File: src/rtl/lcd_tg_pkg.sv
`timescale 1ns/1ps
package lcd_tg_pkg;
  localparam int unsigned REG_AW    = 3;
  localparam int unsigned HI_LSB    = 16;
  localparam int unsigned DLY_LSB   = 8;
  localparam int unsigned DELAY_MAX = 30;
  localparam int unsigned PIN_CNT   = 3;
  localparam int unsigned NUM_FIELDS = 8;

  // field slots, pairs follow register order (low half, high half)
  localparam int unsigned FI_WID  = 0;
  localparam int unsigned FI_HGT  = 1;
  localparam int unsigned FI_HTOT = 2;
  localparam int unsigned FI_HPOR = 3;
  localparam int unsigned FI_VTOT = 4;
  localparam int unsigned FI_VPOR = 5;
  localparam int unsigned FI_HSW  = 6;
  localparam int unsigned FI_VSW  = 7;

  typedef enum logic [REG_AW-1:0] {
    RA_CTRL = 3'd0,
    RA_RES  = 3'd1,
    RA_HTIM = 3'd2,
    RA_VTIM = 3'd3,
    RA_SYNC = 3'd4,
    RA_IRQ  = 3'd5,
    RA_TRI  = 3'd6
  } reg_addr_e;
endpackage

File: src/rtl/lcd_tg_regs.sv
`timescale 1ns/1ps
module lcd_tg_regs
  import lcd_tg_pkg::*;
#(
  parameter int unsigned CW     = 12,
  parameter int unsigned NUM_CH = 2,
  parameter int unsigned DW     = 32
) (
  input  logic                             clk_i,
  input  logic                             rst_ni,
  input  logic                             we_i,
  input  logic [REG_AW-1:0]                addr_i,
  input  logic [DW-1:0]                    wdata_i,
  input  logic                             load_i,
  input  logic [NUM_CH-1:0]                flag_i,
  output logic [DW-1:0]                    rdata_o,
  output logic                             glb_en_o,
  output logic                             ch_en_o,
  output logic                             hinv_o,
  output logic                             vinv_o,
  output logic [NUM_FIELDS-1:0][CW-1:0]    act_o,
  output logic [NUM_CH-1:0]                irq_en_o,
  output logic [NUM_CH-1:0]                flag_clr_o,
  output logic [PIN_CNT-1:0]               tri_o
);
  localparam int unsigned DLW   = $clog2(DELAY_MAX + 1);
  localparam int unsigned NPAIR = NUM_FIELDS / 2;

  logic [NUM_FIELDS-1:0][CW-1:0] pend_q, act_q;
  logic                 glb_q, ch_q, hinv_q, vinv_q;
  logic [DLW-1:0]       dly_q;
  logic [NUM_CH-1:0]    ien_q;
  logic [PIN_CNT-1:0]   tri_q;
  logic [7:0]           dly_raw;
  logic                 wr_ctrl, wr_irq, wr_tri;
  logic [1:0]           pair_sel;
  logic                 unused_wdata;

  assign dly_raw      = wdata_i[DLY_LSB +: 8];
  assign wr_ctrl      = we_i && (addr_i == RA_CTRL);
  assign wr_irq       = we_i && (addr_i == RA_IRQ);
  assign wr_tri       = we_i && (addr_i == RA_TRI);
  assign pair_sel     = addr_i[1:0] - 2'd1;
  assign unused_wdata = ^wdata_i;

  always_ff @(posedge clk_i or negedge rst_ni) begin
    if (!rst_ni) begin
      glb_q  <= 1'b0;
      ch_q   <= 1'b0;
      hinv_q <= 1'b0;
      vinv_q <= 1'b0;
      dly_q  <= '0;
    end else if (wr_ctrl) begin
      glb_q  <= wdata_i[0];
      ch_q   <= wdata_i[1];
      hinv_q <= wdata_i[2];
      vinv_q <= wdata_i[3];
      dly_q  <= (dly_raw > 8'(DELAY_MAX)) ? DLW'(DELAY_MAX) : dly_raw[DLW-1:0];
    end
  end

  // pending timing fields, written as low/high pairs
  always_ff @(posedge clk_i or negedge rst_ni) begin
    if (!rst_ni) begin
      pend_q <= '0;
    end else begin
      for (int p = 0; p < NPAIR; p++) begin
        if (we_i && (addr_i == REG_AW'(int'(RA_RES) + p))) begin
          pend_q[2*p]   <= wdata_i[CW-1:0];
          pend_q[2*p+1] <= wdata_i[HI_LSB +: CW];
        end
      end
    end
  end

  // shadow copy used by the raster, refreshed only at frame start
  always_ff @(posedge clk_i or negedge rst_ni) begin
    if (!rst_ni)     act_q <= '0;
    else if (load_i) act_q <= pend_q;
  end

  always_ff @(posedge clk_i or negedge rst_ni) begin
    if (!rst_ni) begin
      ien_q <= '0;
      tri_q <= '1;
    end else begin
      if (wr_irq) ien_q <= wdata_i[NUM_CH-1:0];
      if (wr_tri) tri_q <= wdata_i[PIN_CNT-1:0];
    end
  end

  assign flag_clr_o = wr_irq ? ~wdata_i[HI_LSB +: NUM_CH] : '0;

  always_comb begin
    rdata_o = '0;
    case (addr_i)
      RA_CTRL: begin
        rdata_o[0] = glb_q;
        rdata_o[1] = ch_q;
        rdata_o[2] = hinv_q;
        rdata_o[3] = vinv_q;
        rdata_o[DLY_LSB +: DLW] = dly_q;
      end
      RA_RES, RA_HTIM, RA_VTIM, RA_SYNC: begin
        rdata_o[CW-1:0]        = pend_q[{pair_sel, 1'b0}];
        rdata_o[HI_LSB +: CW]  = pend_q[{pair_sel, 1'b1}];
      end
      RA_IRQ: begin
        rdata_o[NUM_CH-1:0]       = ien_q;
        rdata_o[HI_LSB +: NUM_CH] = flag_i;
      end
      RA_TRI:  rdata_o[PIN_CNT-1:0] = tri_q;
      default: rdata_o = '0;
    endcase
  end

  assign glb_en_o = glb_q;
  assign ch_en_o  = ch_q;
  assign hinv_o   = hinv_q;
  assign vinv_o   = vinv_q;
  assign act_o    = act_q;
  assign irq_en_o = ien_q;
  assign tri_o    = tri_q;

  // oversize delay saturates
  a_r11_delay_sat: assert property (@(posedge clk_i) disable iff (!rst_ni)
    (wr_ctrl && (dly_raw > 8'(DELAY_MAX))) |=> (dly_q == DLW'(DELAY_MAX)));

  // shadow moves only on a load
  a_r8_shadow_hold: assert property (@(posedge clk_i) disable iff (!rst_ni)
    !load_i |=> $stable(act_q));
endmodule

File: src/rtl/lcd_tg_raster.sv
`timescale 1ns/1ps
module lcd_tg_raster #(
  parameter int unsigned CW = 12
) (
  input  logic          clk_i,
  input  logic          rst_ni,
  input  logic          run_i,
  input  logic [CW-1:0] wid_i,
  input  logic [CW-1:0] hgt_i,
  input  logic [CW-1:0] htot_i,
  input  logic [CW-1:0] hpor_i,
  input  logic [CW-1:0] vtot_i,
  input  logic [CW-1:0] vpor_i,
  input  logic [CW-1:0] hsw_i,
  input  logic [CW-1:0] vsw_i,
  input  logic          hinv_i,
  input  logic          vinv_i,
  output logic          hsync_o,
  output logic          vsync_o,
  output logic          de_o,
  output logic [CW-1:0] x_o,
  output logic [CW-1:0] y_o,
  output logic          load_o,
  output logic          vb_evt_o
);
  logic [CW-1:0] h_q, v_q;
  logic          h_last, v_last, h_act, v_act;
  logic [CW:0]   h_end, v_end;

  assign h_last = (h_q == htot_i - CW'(1));
  assign v_last = (v_q == vtot_i - CW'(1));
  assign h_end  = {1'b0, hpor_i} + {1'b0, wid_i};
  assign v_end  = {1'b0, vpor_i} + {1'b0, hgt_i};

  always_ff @(posedge clk_i or negedge rst_ni) begin
    if (!rst_ni) begin
      h_q <= '0;
      v_q <= '0;
    end else if (!run_i) begin
      h_q <= '0;
      v_q <= '0;
    end else if (h_last) begin
      h_q <= '0;
      v_q <= v_last ? '0 : v_q + CW'(1);
    end else begin
      h_q <= h_q + CW'(1);
    end
  end

  assign h_act = (h_q >= hpor_i) && ({1'b0, h_q} < h_end);
  assign v_act = (v_q >= vpor_i) && ({1'b0, v_q} < v_end);

  assign de_o     = run_i && h_act && v_act;
  assign x_o      = de_o ? h_q - hpor_i : '0;
  assign y_o      = de_o ? v_q - vpor_i : '0;
  assign hsync_o  = (run_i && (h_q < hsw_i)) ^ hinv_i;
  assign vsync_o  = (run_i && (v_q < vsw_i)) ^ vinv_i;
  assign load_o   = !run_i || (h_last && v_last);
  assign vb_evt_o = run_i && (h_q == '0) && ({1'b0, v_q} == v_end);

  // idle holds origin
  a_r7_hold_origin: assert property (@(posedge clk_i) disable iff (!rst_ni)
    !run_i |=> ((h_q == '0) && (v_q == '0)));

  // pixel count stays inside the line
  a_r2_h_in_line: assert property (@(posedge clk_i) disable iff (!rst_ni)
    (run_i && (htot_i != '0)) |-> (h_q < htot_i));

  // column offset never exceeds the width
  a_r5_x_bound: assert property (@(posedge clk_i) disable iff (!rst_ni)
    de_o |-> (x_o < wid_i));
endmodule

File: src/rtl/lcd_tg_irq.sv
`timescale 1ns/1ps
module lcd_tg_irq #(
  parameter int unsigned NUM_CH = 2
) (
  input  logic              clk_i,
  input  logic              rst_ni,
  input  logic              evt_i,
  input  logic [NUM_CH-1:0] en_i,
  input  logic [NUM_CH-1:0] clr_i,
  output logic [NUM_CH-1:0] flag_o,
  output logic              irq_o
);
  logic [NUM_CH-1:0] flag_q;

  // set wins over a same-cycle clear so no event is lost
  always_ff @(posedge clk_i or negedge rst_ni) begin
    if (!rst_ni) begin
      flag_q <= '0;
    end else begin
      for (int k = 0; k < NUM_CH; k++) begin
        if (evt_i && en_i[k]) flag_q[k] <= 1'b1;
        else if (clr_i[k])    flag_q[k] <= 1'b0;
      end
    end
  end

  assign flag_o = flag_q;
  assign irq_o  = |(flag_q & en_i);

  for (genvar k = 0; k < NUM_CH; k++) begin : g_chk
    // a flag rises only with its enable
    a_r9_set_needs_en: assert property (@(posedge clk_i) disable iff (!rst_ni)
      $rose(flag_q[k]) |-> $past(en_i[k]));
    // acknowledge without a new event clears
    a_r10_ack_clears: assert property (@(posedge clk_i) disable iff (!rst_ni)
      (clr_i[k] && !(evt_i && en_i[k])) |=> !flag_q[k]);
  end
endmodule

File: src/rtl/lcd_timing_gen.sv
`timescale 1ns/1ps
module lcd_timing_gen
  import lcd_tg_pkg::*;
#(
  parameter int unsigned CW     = 12,
  parameter int unsigned NUM_CH = 2,
  parameter int unsigned DW     = 32
) (
  input  logic               clk_i,
  input  logic               rst_ni,
  input  logic               reg_we_i,
  input  logic [REG_AW-1:0]  reg_addr_i,
  input  logic [DW-1:0]      reg_wdata_i,
  output logic [DW-1:0]      reg_rdata_o,
  output logic               hsync_o,
  output logic               vsync_o,
  output logic               de_o,
  output logic [CW-1:0]      pix_x_o,
  output logic [CW-1:0]      pix_y_o,
  output logic [PIN_CNT-1:0] pin_oe_o,
  output logic               irq_o
);
  logic                          glb_en, ch_en, hinv, vinv, run, load, vb_evt;
  logic [NUM_FIELDS-1:0][CW-1:0] act;
  logic [NUM_CH-1:0]             irq_en, flag_clr, flags;
  logic [PIN_CNT-1:0]            tri_mask;

  lcd_tg_regs #(.CW(CW), .NUM_CH(NUM_CH), .DW(DW)) u_regs (
    .clk_i      (clk_i),
    .rst_ni     (rst_ni),
    .we_i       (reg_we_i),
    .addr_i     (reg_addr_i),
    .wdata_i    (reg_wdata_i),
    .load_i     (load),
    .flag_i     (flags),
    .rdata_o    (reg_rdata_o),
    .glb_en_o   (glb_en),
    .ch_en_o    (ch_en),
    .hinv_o     (hinv),
    .vinv_o     (vinv),
    .act_o      (act),
    .irq_en_o   (irq_en),
    .flag_clr_o (flag_clr),
    .tri_o      (tri_mask)
  );

  assign run = glb_en && ch_en;

  lcd_tg_raster #(.CW(CW)) u_raster (
    .clk_i    (clk_i),
    .rst_ni   (rst_ni),
    .run_i    (run),
    .wid_i    (act[FI_WID]),
    .hgt_i    (act[FI_HGT]),
    .htot_i   (act[FI_HTOT]),
    .hpor_i   (act[FI_HPOR]),
    .vtot_i   (act[FI_VTOT]),
    .vpor_i   (act[FI_VPOR]),
    .hsw_i    (act[FI_HSW]),
    .vsw_i    (act[FI_VSW]),
    .hinv_i   (hinv),
    .vinv_i   (vinv),
    .hsync_o  (hsync_o),
    .vsync_o  (vsync_o),
    .de_o     (de_o),
    .x_o      (pix_x_o),
    .y_o      (pix_y_o),
    .load_o   (load),
    .vb_evt_o (vb_evt)
  );

  lcd_tg_irq #(.NUM_CH(NUM_CH)) u_irq (
    .clk_i  (clk_i),
    .rst_ni (rst_ni),
    .evt_i  (vb_evt),
    .en_i   (irq_en),
    .clr_i  (flag_clr),
    .flag_o (flags),
    .irq_o  (irq_o)
  );

  assign pin_oe_o = ~tri_mask;
endmodule

File: config.mk
export PLATFORM = sky130hd
export DESIGN_NAME = lcd_timing_gen
export DESIGN_NICKNAME = d
export VERILOG_FILES = /design/src/rtl/lcd_tg_pkg.sv /design/src/rtl/lcd_tg_regs.sv /design/src/rtl/lcd_tg_raster.sv /design/src/rtl/lcd_tg_irq.sv /design/src/rtl/lcd_timing_gen.sv
export SDC_FILE = /design/constraint.sdc
export NUM_CORES = 1
export LEC_CHECK = 0
export ABC_AREA = 1
export ABC_CLOCK_PERIOD_IN_PS = 4600
export BUFFER_PORTS_ARGS = -buffer_cell sky130_fd_sc_hd__buf_2
export CAP_MARGIN = 20
export CORE_MARGIN = 8
export CORE_UTILIZATION = 48
export CTS_CLUSTER_DIAMETER = 150
export DETAILED_ROUTE_END_ITERATION = 7
export PLACE_DENSITY = 0.77
export SLEW_MARGIN = 20
export SYNTH_ARGS = -nofsm -noshare
export SYNTH_HDL_FRONTEND = slang
export SYNTH_SLANG_ARGS = --single-unit
File: constraint.sdc
create_clock -name clk_i -period 4.6 [get_ports clk_i]
set_clock_uncertainty 0.15 [all_clocks]
set_input_delay 0.69 -clock clk_i [delete_from_list [all_inputs] [get_ports clk_i]]
set_output_delay 0.69 -clock clk_i [all_outputs]
set_load 0.02 [all_outputs]
* Yosys cells after proc, flatten, opt, wreduce, memory -nomap -nowiden
Cells that the tools add are included.
Word-level totals: flip-flop bits (word level) 232, output and inout port bits 63, logic and storage cells 112
Operators by class: add/subtract/negate cells 9, magnitude comparators 9, eq/ne operators 10, multiplexer cells 25, bitwise operators 5, reduce and logical (&&, ||, !) cells 27
Operators with widths (count):
- two-way mux 12 bit | 9
- binary-select mux 12 bit (select 2 bit) | 2
- adder 12 x 12 -> 13 bit | 2
- less-than comparator 12 x 13 -> 1 bit | 2
- adder 12 x 1 -> 12 bit (second input constant) | 2
- == test 12 bit | 2
- greater-or-equal comparator 12 bit | 2
- less-than comparator 12 bit | 2
- subtractor 12 x 1 -> 12 bit (second input constant) | 2
- subtractor 12 bit | 2
- logical AND 1 bit | 19
- == test 12 x 13 -> 1 bit | 1
- logical NOT 12 bit | 1
- two-way mux 10 bit | 1
- == test 3 bit (second input constant) | 3
- > comparator 8 x 5 -> 1 bit (second input constant) | 1
- less-than comparator 3 x 4 -> 1 bit (second input constant) | 2
- one-hot mux 2 bit (4 select lines) | 1
- one-hot mux 4 bit (2 select lines) | 1
- == test 3 x 2 -> 1 bit (second input constant) | 2
- two-way mux 1 bit | 5
- two-way mux 5 bit | 1
- two-way mux 4 bit | 1
- one-hot mux 2 bit (2 select lines) | 1
- 16 further kinds | 18

* Longest topological paths before layout
Gate-level depths: netlist of the first run.
depth after elaboration 6, depth in mapped cells 18, mapped depth without buffers 17

* Cells and area by module
From an unflattened synthesis of the first run, not the netlist that was laid out.
Second synthesis, totals: cell total of the unflattened synthesis 1780, area, all modules 14612.8 µm²
By module, submodules not included:
- lcd_tg_regs | times used 1, cells each 874, area an instance 8792.2 µm²
- lcd_tg_raster | times used 1, cells each 888, area an instance 5710.5 µm²
- lcd_tg_irq | times used 1, cells each 13, area an instance 91.3 µm²
- lcd_timing_gen | times used 1, cells each 5, area an instance 18.8 µm²

* Least setup slack after synthesis of the first run
No wires, ideal clock.
kind input to output, start point in reg_addr_i[0], end point out reg_rdata_o[16], arrival 3.163 ns, data required time 3.760 ns, path slack 0.597 ns, stages 12, buffers on the path 6, cells stage by stage clkbuf_1 > inv_1 > clkbuf_1 > clkbuf_1 > clkbuf_1 > ha_1 > clkbuf_1 > inv_1 > clkbuf_1 > a21oi_1 > a221o_1 > o21ai_0
On the way: longest elaborated chain between the ends 4, elaborated cells on any way between the ends 10
RTL lines:
- from (decl) | line lcd_timing_gen.sv:12 | input logic [REG_AW-1:0] reg_addr_i,
- subtractor 2 x 1 -> 2 bit | line lcd_tg_regs.sv:43 | assign pair_sel = addr_i[1:0] - 2'd1;
- binary-select mux 12 bit (select 2 bit) | line lcd_tg_regs.sv:106 | rdata_o[HI_LSB +: CW] = pend_q[{pair_sel, 1'b1}];
- two-way mux 12 bit (not written as such) | line lcd_tg_regs.sv:106
- one-hot mux 2 bit (2 select lines) * | line lcd_tg_regs.sv:96 | case (addr_i)
- to (decl) | line lcd_timing_gen.sv:14 | output logic [DW-1:0] reg_rdata_o,
Every way passes the cells marked *; elsewhere a longest branch is shown, timed or not. The select of a mux whose other input is x is not followed.

* Final worst setup path of the first run
start point reg u_regs.act_q, in the netlist u_regs.act_o[36], end point out pix_y_o[5]
On the way: longest elaborated chain between the ends 6, elaborated cells on any way between the ends 7
RTL lines:
- from (decl) | line lcd_tg_regs.sv:29 | logic [NUM_FIELDS-1:0][CW-1:0] pend_q, act_q;
- from (signal assigned) | line lcd_tg_regs.sv:79 | else if (load_i) act_q <= pend_q;
- adder 12 x 12 -> 13 bit | line lcd_tg_raster.sv:32 | assign h_end = {1'b0, hpor_i} + {1'b0, wid_i};
- less-than comparator 12 x 13 -> 1 bit | line lcd_tg_raster.sv:50 | assign h_act = (h_q >= hpor_i) && ({1'b0, h_q} < h_end);
- logical AND 1 bit * | line lcd_tg_raster.sv:50
- logical AND 1 bit * (2 in a row) | line lcd_tg_raster.sv:53 | assign de_o = run_i && h_act && v_act;
- two-way mux 12 bit * | line lcd_tg_raster.sv:55 | assign y_o = de_o ? v_q - vpor_i : '0;
- to (decl) | line lcd_timing_gen.sv:19 | output logic [CW-1:0] pix_y_o,
Every way passes the cells marked *; elsewhere a longest branch is shown, timed or not.

==> results.md, run 1 <==
- The most frequent cell after synthesis is sky130_fd_sc_hd__nand2_1.
- The count of pins over their slew limit was 0.
- The worst path required time is 3.76 ns.
- The worst path meets setup with 0.1276 ns of slack.
- The number of buffers and inverters on the critical path is 4.
- The initial detailed-routing violation count is 1,416.
- The worst setup path is captured at an output pin.
- Of the post-synthesis cell area, the dominant cell type holds between 30% and 40%.
- The number of unique standard cell types used by synthesis is 48.
- The total iterations of the first detailed-routing run is 6.
- Walking the worst path, the cells encountered are ha_2 -> inv_2 -> fa_2 -> nand3b_1 -> nand2_2 -> a31oi_1 -> xor2_1 -> ha_1 -> a21oi_1 -> nor2_1 -> nor2_1 -> nand2_1 -> a21oi_2 -> nor2_1 -> nor2_1 -> nand4_1 -> buf_6 -> clkbuf_16 -> nor2_2 -> buf_6.
- The highest metal layer with signal wires is met5.
- After filler insertion, the fill cell instance count of the layout stands at 2,770.
- The clock transition at the registers of the reported paths is 0.06 ns.
- Dividing the detail-routed wire length by the instance count gives 17.35 um.
- The number of global-route vias before repair was 12,510.
- The Yosys step of the flow raised 0 warnings.
- The kind of launch point of the worst setup path is a flop.
- The core region is just under 30,000 um^2.
- The smallest clock period supported by the final layout is computed as approximately 4.5 ns.
- The floorplan step defined a die boundary enclosing 36,110 um^2.
- Relative to the synthesized area, the layout overhead comes to 14.27%.
- In this run the cell area of the synthesized design comes to 14,540 um^2.
- Ranked by instance count, the synthesized netlist is headed by 539 x sky130_fd_sc_hd__nand2_1, 229 x sky130_fd_sc_hd__dfrtp_1, 194 x sky130_fd_sc_hd__inv_1, 171 x sky130_fd_sc_hd__nor2_1, 166 x sky130_fd_sc_hd__o21ai_0.
- The wire length on met3 is 4149 um.
- Buffers inserted during clock tree synthesis total 25.
- The share of the Yosys chip area taken by registers is 39.96%.
- Before CTS, the worst setup slack after placement is between 0.6 and 0.7 ns.
- The clock root buffer is sky130_fd_sc_hd__clkbuf_16.
- CTS built an H-tree with a depth of 1.
- The worst pin sits at a relative slew slack of 31.85%.
- After detailed routing, the total wire length is 41,940 um.
- The initial antenna violation count is 0.
- The standard cell area after detailed placement is about 15,000 um^2.
- The final antenna diode count is 0.
- The buffer levels on the longest clock path is 3.
- The global-route wire length before repair is 66,380 um.
- The mean post-synth cell area is 7.485 um^2.
- Based on the critical path, the design can be clocked at up to about 0.22 GHz.
- The placed wire-length estimate after detailed placement is 30,220 um.
- In the global route stage, overall resource usage came out at 22.59%.
- The starting density of the core is approximately 49%.
- The number of synthesized register bits is 232.
- The global placement routability congestion is 0.9022.
- At the worst endpoint, the arrival time is 3.63 ns.
- The overall die width is between 150 and 200 um.
- The mean number of vias per cell is about 5.6.
- Setup violations remaining at the end of the flow were counted as 0.
- The main flop type after synthesis is sky130_fd_sc_hd__dfrtp_1.
- The power density normalized to cell area is 483.4 nW/um^2.
- The initialized floorplan defines 63 standard-cell rows.
- 101 I/O pins were placed.
- The total negative setup slack is 0 ns.
- After global routing the overflow that remains totals 0.
- The count of endpoints failing hold in the final timing report was 0.
- By area the synthesized netlist is led by sky130_fd_sc_hd__dfrtp_1 39%, sky130_fd_sc_hd__nand2_1 14%, sky130_fd_sc_hd__ha_1 8.8%.
- The y dimension of the die is 190.0 um.
- IR analysis of the VDD net gives a maximum drop of between 0.3 and 0.4 mV.
- The power consumption is between 0.008 and 0.009 W.
- The later pin in the worst-skew pair is clocked with a latency of about 0.53 ns.
- For this design the static power due to leakage is ~8.6 nW.
- The path category of the worst min-delay check is primary input to flop.
- The final design area excluding fillers is 16,610 um^2.
- Setup repair after global routing could not meet its margin everywhere.
- The kind of critical path is flop to output pin.
- The met1 wire length is 18,950 um.
- The final route contains 13,430 vias.
- The CTS tree is yes.
- Counting stages on the worst path, the most repeated cell is sky130_fd_sc_hd__nor2_1.
- The leading area contributor after synthesis is sky130_fd_sc_hd__dfrtp_1.
- The met2 routed wirelength is roughly 18,000 um.
- After detailed routing, the number of remaining DRC violations is 0.
- Entering global routing, the biggest net connects ~130 pins.
- In this run the worst path has a maximum fanout of 6.
- On the worst path, the slowest cell contributes a delay of slightly below 0.4 ns.
- The final cycle utilization of the critical path is between 90% and 100%.
- The max-cap check violation count is 0.
- For this design, the slowest cell found on the critical path is sky130_fd_sc_hd__dfrtp_1.
- The flow ran to the end, and the final reports show no timing, DRC or antenna violations.
- In the final design database the tool counted 2,152 nets.
- For this run, asynchronously set or reset flops after synthesis account for 100.0%.
- The proportion of layout cells with a drive suffix above 1 is roughly a tenth.
- The tree built by TritonCTS fans out to 232 sinks.
- Synthesis produced a netlist whose cell count is just under 2,000.
- The remaining antenna violation count after routing is 0.
- The smallest hold slack is 0.2844 ns.
- The total of buffers placed on input and output ports is 89.
- The kind of cell adding the most delay to the critical path is simple AND/OR/NAND/NOR gates.
- The slew of the pin with the lowest slew margin is 1.019 ns.
- The count of flip-flops with a built-in enable after synthesis is 0.
-- worst register-to-register path, cell delays in order, from the launching register on --
cell                      delay (ns)
sky130_fd_sc_hd__dfrtp_1        0.41
sky130_fd_sc_hd__inv_1          0.15
sky130_fd_sc_hd__ha_1           0.34
sky130_fd_sc_hd__nand2_1        0.11
sky130_fd_sc_hd__nand3_1        0.11
sky130_fd_sc_hd__nand2_1        0.06
sky130_fd_sc_hd__inv_1          0.05
sky130_fd_sc_hd__nand2_1        0.04
sky130_fd_sc_hd__nor2_1         0.09
sky130_fd_sc_hd__nand2_1        0.06
sky130_fd_sc_hd__nor2_1         0.11
sky130_fd_sc_hd__nand3_2        0.18
sky130_fd_sc_hd__nand2_2        0.14
sky130_fd_sc_hd__nand2_2        0.47
sky130_fd_sc_hd__buf_12         0.38
sky130_fd_sc_hd__nand2_1        0.16
sky130_fd_sc_hd__nand2_1        0.05
-- state kept, by name, summed over array words and instances (netlist names), 2 cells and up --
signal / cells
u_regs.act_o: 96
u_regs.pend_q: 96
u_raster.h_q: 12
u_raster.v_q: 12
u_regs.dly_q: 5
u_regs.tri_o: 3
u_irq.flag_o: 2
u_regs.irq_en_o: 2
-- cells in the final DEF, fill, tap and decap left out, types with 5 or more instances in the layout --
cell	n
sky130_fd_sc_hd__nor2_1	148
sky130_fd_sc_hd__a31oi_1	5
sky130_fd_sc_hd__nor3_1	15
sky130_fd_sc_hd__buf_6	24
sky130_fd_sc_hd__o21ai_0	166
sky130_fd_sc_hd__a21oi_1	93
sky130_fd_sc_hd__a221o_1	7
sky130_fd_sc_hd__nor2_4	20
sky130_fd_sc_hd__nand4_1	34
sky130_fd_sc_hd__nand2_2	6
sky130_fd_sc_hd__nand3_1	165
sky130_fd_sc_hd__clkbuf_8	5
sky130_fd_sc_hd__clkinv_2	6
sky130_fd_sc_hd__inv_1	192
sky130_fd_sc_hd__nor2_2	9
sky130_fd_sc_hd__clkbuf_16	27
sky130_fd_sc_hd__dfrtp_1	229
sky130_fd_sc_hd__xnor2_1	22
sky130_fd_sc_hd__o21bai_1	6
sky130_fd_sc_hd__xor2_1	49
sky130_fd_sc_hd__buf_2	63
sky130_fd_sc_hd__conb_1	7
sky130_fd_sc_hd__nand2_1	537
sky130_fd_sc_hd__buf_4	21
sky130_fd_sc_hd__ha_1	101
-- cells by family (layout without fill, tap and decap cells) --
group / Yosys count / after routing / share of synthesized area (%)
fa+ha+maj: 106 / 106 / 9.330
xor+xnor: 71 / 71 / 4.278
simple gates: 945 / 945 / 27.03
compound gates: 306 / 306 / 11.39
flops: 232 / 232 / 39.96
other cells: 1 / 7 / 0.02580
buf+inv: 281 / 360 / 7.988
-- routing by layer --
layer | global-route usage [%] | up-vias
met3 | 4.833 | 60
li1 | - | 6456
met5 | 1.509 | -
met1 | 33.16 | 6336
met2 | 33.12 | 573
met4 | 5.743 | 2
-- timing repair --
item / CTS / global route
setup buffers: 0 / 5
setup endpoints to repair: 0 / 25
hold endpoints to repair: 0 / 26
hold buffers: 0 / 1
gates resized for setup: 0 / 106
-- power breakdown --
part	leakage, nW	switching (W)	internal (W)
sequential	2.95	0.000448	0.00248
clock	0.428	0.000858	0.00125
combinational	5.21	0.00190	0.00109
total	8.58	0.00321	0.00482
-- stage by stage --
stage	instances	util, %
final	2417	55.90
after global routing	2417	55.90
after CTS	2407	54.28
after detailed placement	2361	51.35
after global placement	2361	51.35
after floorplan	1948	-
-- final timing paths --
path | startpoint | to | slack [ns] | cells past startpoint
max in group asynchronous | rst_ni | u_raster.h_q[10] | 2.62 | 4
setup / recovery | u_regs.act_o[36] | pix_y_o[5] | 0.13 | 20
hold reg to reg | u_regs.act_o[86] | u_regs.act_o[86] | 0.32 | 2
setup reg to reg | u_regs.act_o[48] | u_regs.act_o[18] | 1.41 | 16
hold / removal | reg_wdata_i[8] | u_regs.dly_q[0] | 0.28 | 3
min in group asynchronous | rst_ni | u_regs.pend_q[93] | 0.45 | 2
-- final cells by class --
| type | instances | area, um^2 | share of cell area [%] |
|---|---|---|---|
| multi-input combinational | 1435 | 7776 | 46.81 |
| sequential | 232 | 5809 | 34.97 |
| timing repair buffer | 117 | 925.9 | 5.574 |
| inverter | 197 | 739.5 | 4.452 |
| clock buffer | 30 | 694.4 | 4.180 |
| tap | 390 | 488.0 | 2.938 |
| clock inverter | 16 | 177.7 | 1.070 |
(Power assumes the default switching activity.)
==> run 2, diff against run 1 <==
--- a/config.mk
+++ b/config.mk
@@ -9,7 +9,7 @@
 export ABC_CLOCK_PERIOD_IN_PS = 4600
 export BUFFER_PORTS_ARGS = -buffer_cell sky130_fd_sc_hd__buf_2
 export CAP_MARGIN = 20
-export CORE_MARGIN = 8
+export CORE_MARGIN = 5
 export CORE_UTILIZATION = 48
 export CTS_CLUSTER_DIAMETER = 150
 export DETAILED_ROUTE_END_ITERATION = 7
==> run 2 against run 1 <==
Flip-flop and latch count stayed put. Cell count is essentially flat. Routed wire length fell by 0.29%. First-iteration DRC count decreased by 14%. Register-to-register slack better by 0.03 ns. Largest power group unchanged.
==> results.md, run 2 (synthesized netlist as in run 1, its figures left out) <==
- The flow ran to the end, and the final reports show no timing, DRC or antenna violations.
- The remaining global-route overflow is 0.
- Across all layers, the routed design uses 13,440 vias.
- The final antenna diode count is 0.
- Data on the critical path arrives at its endpoint at 3.65 ns.
- The largest stage delay on the critical path is 0.43 ns.
- After the first detailed-routing iteration, the DRC count stood at 1,217.
- The full die area is 33,870 um^2.
- The number of H-tree levels is 1.
- STA classifies the critical path startpoint as a flop.
- The synthesis-to-layout area growth is 13.42%.
- After detailed routing, the number of remaining DRC violations is 0.
- The critical path capture point type is an output pin.
- The CTS tree is yes.
- Including well taps, the total number of placed cells is 2,363.
- Walking the worst path, the cells encountered are ha_1 -> fa_2 -> nand3_1 -> nand2_2 -> a31oi_1 -> xor2_1 -> ha_1 -> a21oi_1 -> nor2_1 -> a211oi_1 -> nand2_1 -> nand2_1 -> nand4_1 -> buf_6 -> buf_8 -> nor2_1 -> buf_4.
- The path class of the tightest hold or removal check is primary input to flop.
- The layer flagged by global routing as most heavily used is met1.
- Cells fill 55.33% of the core in the end.
- The number of global-route vias before repair is 12,750.
- For the pin with the worst max-slew slack, the measured transition is 1.069 ns.
- The routed design could run at a clock period as short as 4.493 ns.
- On the critical path, the stage with the largest delay is an instance of sky130_fd_sc_hd__dfrtp_1.
- The clock transition at the registers of the reported paths is 0.06 ns.
- The worst-case headroom to the max-slew limit is 28.44%.
- The largest net degree at the start of global routing is 137.
- The tool flagged a number of max-cap violations equal to 0.
- Summed over all nets, the switching power comes to roughly 0.0032 W.
- Global routing consumed, over all layers together, about a quarter of the routing resources.
- The share of total power dissipated in the clock network is 25.9%.
- In the final design database the tool counted 2,154 nets.
- The placeable core area is 29,800 um^2.
- The count of endpoints failing hold in the final timing report came to 0.
- The tree built by TritonCTS fans out to 232 sinks.
- The worst-case IR drop observed on VDD is approximately 0.35 mV.
- Of the cells placed in the final design, the portion with a size suffix greater than 1 is approximately 10%.
- The longest clock path from root to sink contains 3 buffers.
- The tree is rooted in a sky130_fd_sc_hd__clkbuf_16.
- The count of filler cells inserted in the layout is 2,813.
- Setup violations remaining at the end of the flow were counted as 0.
- The insertion delay of the later-clocked pin in the worst-skew pair is 0.53 ns.
- Combinational logic is responsible for between 30% and 40% of the overall power.
- Overall power consumption after layout is estimated at 0.007966 W.
- The most common library cell in the layout ignoring fill and taps is sky130_fd_sc_hd__nand2_1.
- For this run, global-route usage on met2 was measured as between 30% and 40%.
- The total iterations of the first detailed-routing run is 8.
- For this run, the number of standard cells in the final layout without fillers is between 2,000 and 2,500.
- Routability-driven placement finished with a final weighted congestion of 0.9042.
- The y dimension of the die is roughly 180 um.
- The count of buffers added on input and output ports is 89.
- Wires add up to 41,820 um.
- The starting density of the core is 48.79%.
- Global routing consumed, on the met1 layer, 36.89% of the routing resources.
- TritonCTS created 25 clock buffers.
- Once detail routing completed, the nets flagged for antenna violations numbered 0.
- The floorplan has between 60 and 70 rows.
- The initial antenna violation count came to 1.
- Broken down by cell family, the worst path's largest delay share belongs to adder cells.
- Global routing used 4.096% of the available met3 tracks.
- Setup repair after global routing could not meet its margin everywhere.
- The worst setup path is of the flop to output pin kind.
- The standard cell area after detailed placement is 15,260 um^2.
- The wire length per cell after detailed routing is 17.29 um.
- just over 100 I/O pins were placed.
- The internal power summed over all cells is 0.004808 W.
- Power spread over the standard cell area amounts to 483.1 nW/um^2.
- Counting both buffers and inverters, the worst setup path holds a total of 3.
- The part of the total power dissipated in sequential elements is 36.9%.
- The final design area excluding fillers is between 15,000 and 20,000 um^2.
- The placed wire-length estimate after detailed placement is approximately 30,000 um.
- The smallest hold slack is 0.2836 ns.
- The static power due to leakage is 8.557 nW.
- The mean number of vias per cell is 5.556.
- The worst path required time is 3.76 ns.
- The maximum clock frequency is between 0.2 and 0.25 GHz.
- The count of pins over their slew limit was 0.
- In this run the horizontal extent of the chip is 184.0 um.
- Of the available clock period, the critical path in the final layout requires 97.66%.
- Net switching is about two fifths of the power.
- In this run the worst path has a maximum fanout of 12.
- The library cells used most frequently in the layout, excluding fill and tap cells, are 537 x sky130_fd_sc_hd__nand2_1, 229 x sky130_fd_sc_hd__dfrtp_1, 193 x sky130_fd_sc_hd__inv_1, 165 x sky130_fd_sc_hd__nand3_1, 164 x sky130_fd_sc_hd__o21ai_0.
- The global-route wire length before repair is 67,290 um.
-- run 2: cell count changes in the layout (fill, tap and decap cells not counted), moves of 3 or more --
cell | before | now
sky130_fd_sc_hd__nor2_4 | 20 | 14
sky130_fd_sc_hd__buf_6 | 24 | 16
sky130_fd_sc_hd__clkbuf_1 | 0 | 5
sky130_fd_sc_hd__inv_6 | 4 | 1
sky130_fd_sc_hd__buf_4 | 21 | 32
sky130_fd_sc_hd__nor2_1 | 148 | 152
-- run 2: worst min-delay path: stages --
cell	delay, ns
sky130_fd_sc_hd__buf_2	0.09
sky130_fd_sc_hd__o21ai_0	0.07
sky130_fd_sc_hd__o21ai_0	0.07
-- run 2: area by class of cell --
| type | instances | area [um^2] | area share (%) |
|---|---|---|---|
| Clock buffer | 34 | 699.4 | 4.242 |
| Clock inverter | 12 | 145.1 | 0.8803 |
| Inverter | 197 | 739.5 | 4.485 |
| Multi-Input combinational cell | 1435 | 7737 | 46.93 |
| Sequential cell | 232 | 5809 | 35.24 |
| Tap cell | 390 | 488.0 | 2.960 |
| Timing Repair Buffer | 119 | 868.3 | 5.267 |
-- run 2: routing by layer --
layer  routed length [um]  share of wire [%]
met5                   13              0.031
met4                  960                2.3
met3                 4023                9.6
met2                17610                 42
met1                19210                 46
-- run 2: power groups by stage --
stage	clock, W	sequential, W	combinational [W]
floorplan	0	0.00277	0.00219
global placement	0	0.00293	0.00274
detailed placement	0	0.00295	0.00282
CTS	0.00208	0.00292	0.00285
global route	0.00217	0.00298	0.00338
finish	0.00207	0.00294	0.00296
-- run 2: timing repair --
action                                 CTS  global route
setup endpoints to repair                0            25
buffers inserted                         0             6
endpoints found under the hold margin    0            42
resized for setup                        0            96
hold buffers                             0             1
-- run 2: worst paths after layout --
| kind | from | endpoint | slack [ns] | cells after the start |
|---|---|---|---|---|
| setup / recovery | u_regs.act_o[60] | pix_x_o[6] | 0.11 | 17 |
| hold / removal | reg_wdata_i[9] | u_regs.dly_q[1] | 0.28 | 3 |
| setup reg to reg | u_regs.act_o[24] | u_raster.v_q[1] | 1.44 | 13 |
| hold reg to reg | u_regs.act_o[85] | u_regs.act_o[85] | 0.32 | 2 |
| max in group asynchronous | rst_ni | u_regs.pend_q[7] | 2.53 | 4 |
| min in group asynchronous | rst_ni | u_regs.pend_q[90] | 0.50 | 2 |
-- run 2: stage by stage --
stage | TNS (ns) | setup WS, ns
after floorplan | 0 | 0.5971
after global placement | 0 | 0.6427
after CTS | 0 | 0.02188
final | 0 | 0.1075
after global routing | -1.651 | -0.08540
after detailed placement | 0 | 0.5753
